===== src/rtl/ent_pkg.sv =====
`timescale 1ns/1ps
package ent_pkg;
  typedef enum logic [2:0] {
    ST_IDLE,
    ST_LOAD,
    ST_CALC,
    ST_JUDGE,
    ST_FIN
  } ent_state_t;

  // number of table lookups per candidate: four joint terms, two side terms
  localparam int TERMS = 6;
endpackage


===== src/rtl/ent_plogp_rom.sv =====
`timescale 1ns/1ps
// Table of scaled -p*log2(p) values, p = addr / 2**AW, registered read port.
module ent_plogp_rom #(
  parameter int AW = 5,
  parameter int DW = 8
) (
  input  logic          clk,
  input  logic [AW-1:0] addr,
  output logic [DW-1:0] q
);
  localparam int DEPTH = 1 << AW;
  localparam int ONE   = 1 << (DW - 1);

  logic [DW-1:0] mem [0:DEPTH-1];

  initial begin
    mem[0] = '0;
    for (int i = 1; i < DEPTH; i++) begin
      mem[i] = DW'($rtoi(real'(ONE) * (real'(i) / real'(DEPTH)) *
                         ($ln(real'(DEPTH) / real'(i)) / $ln(2.0)) + 0.5));
    end
  end

  always_ff @(posedge clk) begin
    q <= mem[addr];
  end
endmodule


===== src/rtl/ent_tally.sv =====
`timescale 1ns/1ps
// Per-class below/above tallies for one pass, plus the word counter.
module ent_tally #(
  parameter int SW     = 10,
  parameter int N_LOG2 = 4,
  parameter int SUMW   = N_LOG2 + 2
) (
  input  logic                      clk,
  input  logic                      rst,
  input  logic                      clr,
  input  logic                      take,
  input  logic [1:0][SW-1:0]        samp,
  input  logic [SW-1:0]             thr,
  output logic [1:0][SUMW-1:0]      below,
  output logic [1:0][SUMW-1:0]      above,
  output logic                      last
);
  logic [N_LOG2-1:0] cnt;

  always_ff @(posedge clk) begin
    if (rst || clr) cnt <= '0;
    else if (take)  cnt <= cnt + 1'b1;
  end

  assign last = take && (&cnt);

  for (genvar c = 0; c < 2; c++) begin : g_cls
    logic [SUMW-1:0] lo_r, hi_r;
    always_ff @(posedge clk) begin
      if (rst || clr) begin
        lo_r <= '0;
        hi_r <= '0;
      end else if (take) begin
        if (samp[c] >= thr) hi_r <= hi_r + 1'b1;
        else                lo_r <= lo_r + 1'b1;
      end
    end
    assign below[c] = lo_r;
    assign above[c] = hi_r;
  end
endmodule


===== src/rtl/ent_term_pick.sv =====
`timescale 1ns/1ps
// Selects the tally for term k and quantizes it to a table address.
module ent_term_pick #(
  parameter int N_LOG2 = 4,
  parameter int AW     = 5,
  parameter int SUMW   = N_LOG2 + 2
) (
  input  logic [2:0]               k,
  input  logic [1:0][SUMW-1:0]     below,
  input  logic [1:0][SUMW-1:0]     above,
  output logic [AW-1:0]            addr,
  output logic                     skip,
  output logic                     neg
);
  logic [SUMW-1:0]    pick;
  logic [SUMW+AW-1:0] wide;

  always_comb begin
    case (k)
      3'd0:    pick = below[0];
      3'd1:    pick = above[0];
      3'd2:    pick = below[1];
      3'd3:    pick = above[1];
      3'd4:    pick = below[0] + below[1];
      3'd5:    pick = above[0] + above[1];
      default: pick = '0;
    endcase
    wide = {pick, {AW{1'b0}}} >> (N_LOG2 + 1);
    skip = |wide[SUMW+AW-1:AW];
    addr = wide[AW-1:0];
    neg  = (k >= 3'd4);
  end
endmodule


===== src/rtl/ent_threshold_search.sv =====
`timescale 1ns/1ps
module ent_threshold_search #(
  parameter int SW       = 10,
  parameter int HI_LSB   = 20,
  parameter int N_LOG2   = 4,
  parameter int DW       = 8,
  parameter int AW       = 5,
  parameter int TH_START = 0,
  parameter int TH_STEP  = 16,
  parameter int TH_MAX   = 1008
) (
  input  logic          clk,
  input  logic          rst,
  input  logic          start,
  input  logic          word_valid,
  input  logic [31:0]   word_in,
  output logic          req,
  output logic          done,
  output logic          oe,
  output logic [SW-1:0] best_thr,
  output logic [DW-1:0] best_score
);
  import ent_pkg::*;

  localparam int SUMW = N_LOG2 + 2;
  localparam int ACCW = DW + 4;
  localparam int ONE  = 1 << (DW - 1);
  localparam int LIM  = TH_MAX - TH_STEP;
  localparam logic signed [ACCW-1:0] ONE_S = ACCW'(ONE);

  ent_state_t state;
  logic [SW-1:0]            thr;
  logic [2:0]               k;
  logic signed [ACCW-1:0]   acc, diff, term_s;
  logic                     p_vld, p_neg, p_skip;
  logic [1:0][SW-1:0]       samp;
  logic [1:0][SUMW-1:0]     below, above;
  logic                     take, last_word, clr;
  logic [AW-1:0]            sel_addr;
  logic                     sel_skip, sel_neg;
  logic [DW-1:0]            rom_q, score;
  logic                     is_last, first;
  logic [31-(HI_LSB+SW)+(HI_LSB-SW):0] spare_unused;

  assign samp[0]      = word_in[SW-1:0];
  assign samp[1]      = word_in[HI_LSB +: SW];
  assign spare_unused = {word_in[31:HI_LSB+SW], word_in[HI_LSB-1:SW]};

  assign take = req && word_valid && (state == ST_LOAD);
  assign clr  = start || (state == ST_JUDGE);

  ent_tally #(.SW(SW), .N_LOG2(N_LOG2), .SUMW(SUMW)) u_tally (
    .clk(clk), .rst(rst), .clr(clr), .take(take), .samp(samp), .thr(thr),
    .below(below), .above(above), .last(last_word)
  );

  ent_term_pick #(.N_LOG2(N_LOG2), .AW(AW), .SUMW(SUMW)) u_pick (
    .k(k), .below(below), .above(above),
    .addr(sel_addr), .skip(sel_skip), .neg(sel_neg)
  );

  ent_plogp_rom #(.AW(AW), .DW(DW)) u_rom (
    .clk(clk), .addr(sel_addr), .q(rom_q)
  );

  assign term_s  = p_skip ? '0 : $signed({{(ACCW-DW){1'b0}}, rom_q});
  assign diff    = ONE_S - acc;
  assign is_last = (int'(thr) > LIM);
  assign first   = (thr == SW'(TH_START));

  always_comb begin
    if (diff < 0)          score = '0;
    else if (diff > ONE_S) score = DW'(ONE);
    else                   score = diff[DW-1:0];
  end

  always_ff @(posedge clk) begin
    if (rst) begin
      state      <= ST_IDLE;
      req        <= 1'b0;
      done       <= 1'b0;
      oe         <= 1'b0;
      best_thr   <= '0;
      best_score <= '0;
      thr        <= '0;
      k          <= '0;
      acc        <= '0;
      p_vld      <= 1'b0;
      p_neg      <= 1'b0;
      p_skip     <= 1'b0;
    end else begin
      oe <= 1'b0;
      if (start) begin
        state      <= ST_LOAD;
        req        <= 1'b1;
        done       <= 1'b0;
        best_thr   <= '0;
        best_score <= '0;
        thr        <= SW'(TH_START);
        acc        <= '0;
        p_vld      <= 1'b0;
      end else begin
        case (state)
          ST_LOAD: begin
            if (last_word) begin
              state <= ST_CALC;
              req   <= 1'b0;
              k     <= '0;
              acc   <= '0;
              p_vld <= 1'b0;
            end
          end
          ST_CALC: begin
            p_vld  <= (k != 3'(TERMS));
            p_neg  <= sel_neg;
            p_skip <= sel_skip;
            if (p_vld) acc <= p_neg ? acc - term_s : acc + term_s;
            if (k == 3'(TERMS)) state <= ST_JUDGE;
            else                k     <= k + 1'b1;
          end
          ST_JUDGE: begin
            if (first || (score > best_score)) begin
              best_score <= score;
              best_thr   <= thr;
            end
            if (is_last) begin
              state <= ST_FIN;
              done  <= 1'b1;
              oe    <= 1'b1;
            end else begin
              thr   <= thr + SW'(TH_STEP);
              state <= ST_LOAD;
              req   <= 1'b1;
            end
          end
          default: ;
        endcase
      end
    end
  end
endmodule


===== config.mk =====
export PLATFORM = sky130hd
export DESIGN_NAME = ent_threshold_search
export DESIGN_NICKNAME = d
export VERILOG_FILES = /design/src/rtl/ent_pkg.sv /design/src/rtl/ent_plogp_rom.sv /design/src/rtl/ent_tally.sv /design/src/rtl/ent_term_pick.sv /design/src/rtl/ent_threshold_search.sv
export SDC_FILE = /design/constraint.sdc
export NUM_CORES = 1
export LEC_CHECK = 0
export ABC_AREA = 1
export BUFFER_PORTS_ARGS = -buffer_cell sky130_fd_sc_hd__buf_2
export CAP_MARGIN = 5
export CORE_ASPECT_RATIO = 0.75
export CORE_MARGIN = 1.5
export CORE_UTILIZATION = 51
export DETAILED_ROUTE_END_ITERATION = 6
export PLACE_DENSITY = 0.74
export SETUP_SLACK_MARGIN = 0.2
export SKIP_CTS_REPAIR_TIMING = 1
export SYNTH_ARGS = -nofsm -noshare
export SYNTH_HDL_FRONTEND = slang
export SYNTH_SLANG_ARGS = --single-unit

===== constraint.sdc =====
create_clock -name clk -period 3.1 [get_ports clk]
set_clock_uncertainty 0.2 [all_clocks]
set_input_delay 0.155 -clock clk [delete_from_list [all_inputs] [get_ports clk]]
set_output_delay 0.155 -clock clk [all_outputs]
set_load 0.1 [all_outputs]

Word-level counts from Yosys, hierarchy flattened
Memories as Yosys holds them, arrays and structs flattened. A register that Yosys moved wholly into a read port is not among the register bits.
Index checks and enable logic that the tools add are counted.
{"block": "totals", "out_inout_bits": 21, "memories": 1, "romBits": 224, "regBits": 88, "elab_cells": 112}
{"block": "op_classes", "reduce_logical": 29, "n_eq_ne": 17, "n_lt_le_gt_ge": 7, "bitwise_logic": 5, "add_sub_neg": 12, "mux": 22}
{"name": "u_rom.mem", "words": 32, "width": 7, "read_ports": 1, "rd_clocked_by_memory_dff": 1, "write_ports": 0, "line": "ent_plogp_rom.sv:14", "rtl": "logic [DW-1:0] mem [0:DEPTH-1];"}
{"cell": "two-way mux 12 bit", "n": 3}
{"cell": "one-hot mux 6 bit (6 select lines)", "n": 1}
{"cell": "adder 6 x 1 -> 6 bit (second input constant)", "n": 4}
{"cell": "two-way mux 8 bit", "n": 3}
{"cell": "one-hot mux 12 bit (2 select lines)", "n": 1}
{"cell": "greater-or-equal comparator 10 bit", "n": 2}
{"cell": "AND reduction 2 bit", "n": 9}
{"cell": "two-way mux 3 bit", "n": 5}
{"cell": "adder 12 x 9 -> 12 bit", "n": 1}
{"cell": "adder 6 bit", "n": 2}
{"cell": "== test 3 x 2 -> 1 bit (second input constant)", "n": 4}
{"cell": "greater-than comparator 12 x 9 -> 1 bit (second input constant)", "n": 1}
{"cell": "< comparator 12 x 1 -> 1 bit (second input constant)", "n": 1}
{"cell": "inequality test 3 bit (second input constant)", "n": 4}
{"cell": "AND reduction 3 bit", "n": 4}
{"cell": "subtractor 12 x 9 -> 12 bit", "n": 1}
{"cell": "subtractor 9 x 12 -> 12 bit (first input constant)", "n": 1}
{"cell": "adder 10 x 5 -> 10 bit (second input constant)", "n": 1}
{"cell": "greater-than comparator 10 bit (second input constant)", "n": 1}
{"cell": "logical NOT 10 bit", "n": 1}
{"cell": "== test 3 bit (second input constant)", "n": 3}
{"cell": "one-hot mux 3 bit (3 select lines)", "n": 1}
{"cell": "greater-than comparator 8 bit", "n": 1}
{"cell": "inequality test 2 bit (second input constant)", "n": 4}
{"cell": "17 further kinds", "n": 33}

Longest topological paths before layout
{"block": "depth", "word_depth": 7, "ltp_mapped": 26}

Modules after synthesis
From an unflattened synthesis, not the netlist that was laid out.
{"block": "unflattened", "cells_unflattened": 1029, "area_unflattened_um2": 6632.6}
{"module": "ent_threshold_search", "cells_each": 522, "area_per_inst_um2": 3283.1, "instances": 1}
{"module": "ent_tally", "cells_each": 287, "area_per_inst_um2": 2060.7, "instances": 1}
{"module": "ent_term_pick", "cells_each": 141, "area_per_inst_um2": 750.7, "instances": 1}
{"module": "ent_plogp_rom", "cells_each": 79, "area_per_inst_um2": 538.0, "instances": 1}

Worst setup path after synthesis
Ideal clock, no wire load.
{"block": "synth_timing", "path_type": "reg-to-reg", "startpoint": "register acc[0]", "endpoint": "register best_score[4]", "n_path_buf": 1, "path_slack_ns": 0.156, "period_less_slack_ns": 2.944, "t_arrival_ns": 2.624, "stages_incl_launch_ff": 26, "cell_sequence": "dfxtp_1 inv_1 ha_1 nand2_1 nor2_1 nand2_1 nand2_1 nand2_1 nand2_1 nand2_1 nand2_1 nor2_4 nand4_1 inv_1 ha_1 a21oi_1 o21ai_0 nand2_1 nand3_1 nand2_1 nand2_1 nand2_1 clkbuf_1 nand2_1 nand2_1 a21oi_1"}
{"block": "synth_via", "elab_chain_len": 7, "elab_cells_between_ends": 8, "classes_between": "1 x add/sub; 3 x order compare; 2 x mux; 2 x reduce/logical"}
{"element": "start: declaration", "line": "ent_threshold_search.sv:34", "rtl": "logic signed [ACCW-1:0] acc, diff, term_s;"}
{"element": "start signal: assignment", "line": "ent_threshold_search.sv:117", "rtl": "if (p_vld) acc <= p_neg ? acc - term_s : acc + term_s;"}
{"element": "subtractor 9 x 12 -> 12 bit (*)", "line": "ent_threshold_search.sv:67", "rtl": "assign diff = ONE_S - acc;"}
{"element": "greater-than comparator 12 x 9 -> 1 bit", "line": "ent_threshold_search.sv:73", "rtl": "else if (diff > ONE_S) score = DW'(ONE);"}
{"element": "two-way mux 8 bit", "line": "ent_threshold_search.sv:73"}
{"element": "two-way mux 8 bit (*)", "line": "ent_threshold_search.sv:72", "rtl": "if (diff < 0) score = '0;"}
{"element": "net score[1]", "line": "ent_threshold_search.sv:41", "rtl": "logic [DW-1:0] rom_q, score;"}
{"element": "greater-than comparator 8 bit (*)", "line": "ent_threshold_search.sv:122", "rtl": "if (first || (score > best_score)) begin"}
{"element": "logical OR 1 bit (*)", "line": "ent_threshold_search.sv:122"}
{"element": "AND reduction 2 bit (no source line) (*)"}
{"element": "end signal: assignment", "line": "ent_threshold_search.sv:123", "rtl": "best_score <= score;"}
{"element": "end: declaration", "line": "ent_threshold_search.sv:21", "rtl": "output logic [DW-1:0] best_score"}
The timed path passes the listed nets; every way through them passes the cells marked *.
A chain may end at the register's enable or synchronous reset.

Final worst setup path
{"block": "layout_timing", "startpoint": "register acc[1]", "endpoint": "register best_score[0]"}
The elaborated chain is that of the path after synthesis.

==> Implementation_results.wiki <==
{| class="wikitable"
! Metric !! Value
|-
| Unrepaired setup endpoints after global routing || true
|-
| Top cell types by occurrence after synthesis || 210 x nand2_1, 124 x inv_1, 88 x a21oi_1, 79 x dfxtp_1, 71 x nand3_1
|-
| Chain of cells forming the critical path || inv_4, ha_4, nand2_4, nor2_4, nand2_2, nand2_2, nand2_1, nand2_1, nand2_1, nand2_2, nor2_4, nand4_1, inv_2, ha_4, nand2_2, o21bai_1, nand3_1, nand2_1, nand2_2, nand2_4, inv_4, clkbuf_16, a21oi_2
|-
| Warnings from Yosys || 0
|-
| Total number of vias || 5994
|-
| Worst skew pair latency || ~0.35 ns
|-
| Largest delay share family, worst path || simple AND/OR/NAND/NOR gates
|-
| H-tree depth || 3
|-
| TritonRoute pass-1 iters || 5
|-
| Sequential element share of the synthesized area || 26.0%
|-
| Max_cap viols || 0
|-
| Vias in the first global route || 5261
|-
| Initial detailed-routing violation count || 339
|-
| Count of flip-flops with a built-in enable after synthesis || 0
|-
| Worst Hold Depth || 5
|-
| Clock transition time at the flip-flop clock pins of the worst setup and hold paths || ~0.070 ns
|-
| Final net count || 1088
|-
| Clock Path Buffers || 2
|-
| Cell mode on critical path || nand2_2
|-
| Startpoint of the worst-slack reg-to-reg timing path || acc[1]$_SDFFE_PP0P_
|-
| Fraction of the cycle the final worst path needs || between 90% and 100%
|-
| Routability Congestion || between 0.8 and 0.9
|-
| Pins Over Slew Limit || 0
|-
| Class of the tightest hold or removal check || in2reg
|-
| Final std cell area, no fill || about 0.0074 mm²
|-
| Fill cell count || 1064
|-
| Post-layout power || 2.41 mW
|-
| Worst hold slack after final layout || approximately 0.18 ns
|-
| Clock Root Buffer || clkbuf_16
|-
| Utilization after layout || 63.3%
|-
| Area of the die || 0.0126 mm²
|-
| Via-per-instance ratio || 5.21
|-
| TritonCTS clock tree || built
|-
| Cell taking the most area after synthesis || dfxtp_1
|-
| Total placed instance area || around 0.0065 mm²
|-
| Endpoint class of the critical path || flip-flop
|-
| Worst endpoint data arrival time || 3.10 ns
|-
| Setup TNS || 0 ns
|-
| Peak ir drop on the vdd network || roughly 0.31 mV
|-
| Post-synthesis area per instance || 6.65 µm²
|-
| Global-route wire length before repair || 24.4 mm
|-
| GRT Resource Usage Total || 23.7%
|-
| Worst reg2reg endpoint || best_score[0]$_SDFFE_PP0P_
|-
| Worst Setup Start Kind || flip-flop
|-
| Buf+Inv Stages, Crit Path || 4
|-
| Pin count of the biggest net entering global routing || 25
|-
| Leading register cell type out of synthesis || dfxtp_1
|-
| F_max || 0.330 GHz
|-
| Critical path start-end classification || reg2reg
|-
| Post-DR wirelength/cell || 13.1 µm
|-
| Max stage delay cell, worst path || dfxtp_4
|-
| Maximum fanout encountered on the critical timing path || 7
|-
| Placed Cells incl. Taps || 1120
|-
| FP Rows || 34
|-
| Ranking of synthesized cells by area || dfxtp_1 26%, ha_1 13%, nand2_1 13%
|-
| Static Leakage || 3.50 nW
|-
| Number of inserted diodes || 0
|-
| Slew at the pin closest to its max-slew limit || between 1 and 1.5 ns
|-
| Layout area overhead || 20.8%
|-
| Overall overflow remaining after global route || 0
|-
| Register-to-register setup slack || between 0.07 and 0.08 ns
|-
| Status || finished, final reports clean
|-
| Required time reported for the critical path endpoint || ~3.2 ns
|-
| Mapped Area || 0.00608 mm²
|-
| Y dimension of the die || 97.6 µm
|-
| Area of the core region || 0.0116 mm²
|-
| Share of the synthesized area in the top cell type || 26.0%
|-
| Clock sinks || 79
|-
| Final critical path time including I/O delays and setup || 3.03 ns
|-
| FF+latch count, synth || between 70 and 80
|-
| Non-filler cells in the finished layout || 1151
|-
| Post-DP HPWL || 10.9 mm
|-
| Count of mapped cells out of synthesis || approximately 920
|-
| Number of nets still failing antenna checks after routing || 0
|-
| Share of cells above drive strength 1 || 20.1%
|-
| Number of setup violations in the final report || 0
|-
| Number of cells on the worst reg-to-reg path || 23
|-
| PwrDens || about 330 mW/mm²
|-
| I/O Pins || 57
|-
| Most instantiated library cell after synthesis || nand2_1
|-
| Fraction of registers with async set or reset after synthesis || 0%
|-
| Total count of hold-check failures in the final report || 0
|-
| Pre-CTS setup slack || 0.0369 ns
|-
| Number of buffers created by CTS || 9
|-
| Setup slack after layout || ~0.073 ns
|-
| Drt drc || 0
|-
| Effective utilization at floorplan || 52.4%
|-
| Slowest stage delay, CP || 0.38 ns
|-
| Chip Width || 129 µm
|-
| Total detailed-routing wirelength || about 15 mm
|-
| Count of cell types in the netlist || 42
|-
| Startpoint of the most critical hold path || word_in[3]
|-
| Worst Hold Endpoint || u_tally.g_cls[0].lo_r[4]$_SDFFE_PP0P_
|-
| Relative max-transition margin || about 32%
|-
| Antenna violations before repair || 0
|-
| # port buffers || 40
|}
-- worst min-delay path, cell delays in order --
cell and delay [ns]:
buf_2 0.07, nor4_1 0.04, nand4_1 0.18, nand4_1 0.11
a21oi_1 0.13
-- sequential cells by signal (all words and copies together), names as in the netlist, 4 cells and up --
register and flops:
best_score 8, u_tally.g_cls.hi_r 12, acc 12, u_tally.cnt 4, u_rom.q 7, thr 6
u_tally.g_cls.lo_r 12, best_thr 6
-- kinds of logic (layout without fill, tap and decap cells) --
kind of cell | after synthesis | in the layout | share of synthesized area, %
adder cells (fa/ha/maj) | 68 | 68 | 14.4
buffers and inverters | 155 | 226 | 10.0
flip-flops | 79 | 79 | 26.0
AND/OR/NAND/NOR | 425 | 425 | 32.0
XOR/XNOR | 26 | 26 | 3.74
other | 1 | 4 | 0.0616
AO/OA/AOI/OAI | 161 | 161 | 13.8
-- where the power goes --
| group | internal [mW] | total, mW | leakage [nW] | switching (mW) |
|---|---|---|---|---|
| registers | 1.02 | 1.03 | 0.641 | 0.00657 |
| clock network | 0.717 | 1.19 | 0.162 | 0.475 |
| logic | 0.0553 | 0.190 | 2.70 | 0.135 |
| total | 1.79 | 2.41 | 3.50 | 0.616 |
-- worst max-delay path by stage --
stage	start	to	slack [ns]	cells after the start
2_1_floorplan	acc[0]$_SDFFE_PP0P_	best_thr[8]$_SDFFE_PP0P_	0.21	25
3_3_place_gp	acc[0]$_SDFFE_PP0P_	best_thr[6]$_SDFFE_PP0P_	0.11	25
3_5_place_dp	acc[1]$_SDFFE_PP0P_	best_thr[7]$_SDFFE_PP0P_	0.04	25
4_1_cts	acc[0]$_SDFFE_PP0P_	best_thr[7]$_SDFFE_PP0P_	0.003	25
5_1_grt	acc[1]$_SDFFE_PP0P_	best_thr[4]$_SDFFE_PP0P_	-0.14	24
6_report	acc[1]$_SDFFE_PP0P_	best_score[0]$_SDFFE_PP0P_	0.07	23
-- layer usage --
layer	vias up	GRT usage, %	part of all wire [%]
li1	3152	-	-
met1	2678	35.0	51
met2	145	34.9	43
met3	19	4.35	4.9
met4	0	6.83	1.3
met5	-	0	0
-- final cells by class --
class / count / area (µm²) / area share [%]
multi-input combinational: 684 / 4210 / 57.3
sequential: 79 / 1590 / 21.7
inverter: 139 / 527 / 7.17
timing repair buffer: 71 / 488 / 6.64
clock buffer: 9 / 225 / 3.06
tap: 162 / 203 / 2.76
clock inverter: 7 / 103 / 1.40
-- layout by cell type (no fill, tap or decap), drive strengths merged, types with 2 or more instances in the layout --
master,instances
nand2,212
inv,140
a21oi,88
dfxtp,79
nand3,77
nor2,76
buf,66
ha,65
o21ai,58
nand4,27
xor2,22
nor3,19
clkbuf,10
or2,9
o22ai,6
xnor2,4
conb,4
dlygate4sd3,4
clkinv,4
fa,3
o21bai,2
o211a,2
nor4,2
bufinv,2
No activity file was read; power rests on OpenSTA's default activity.
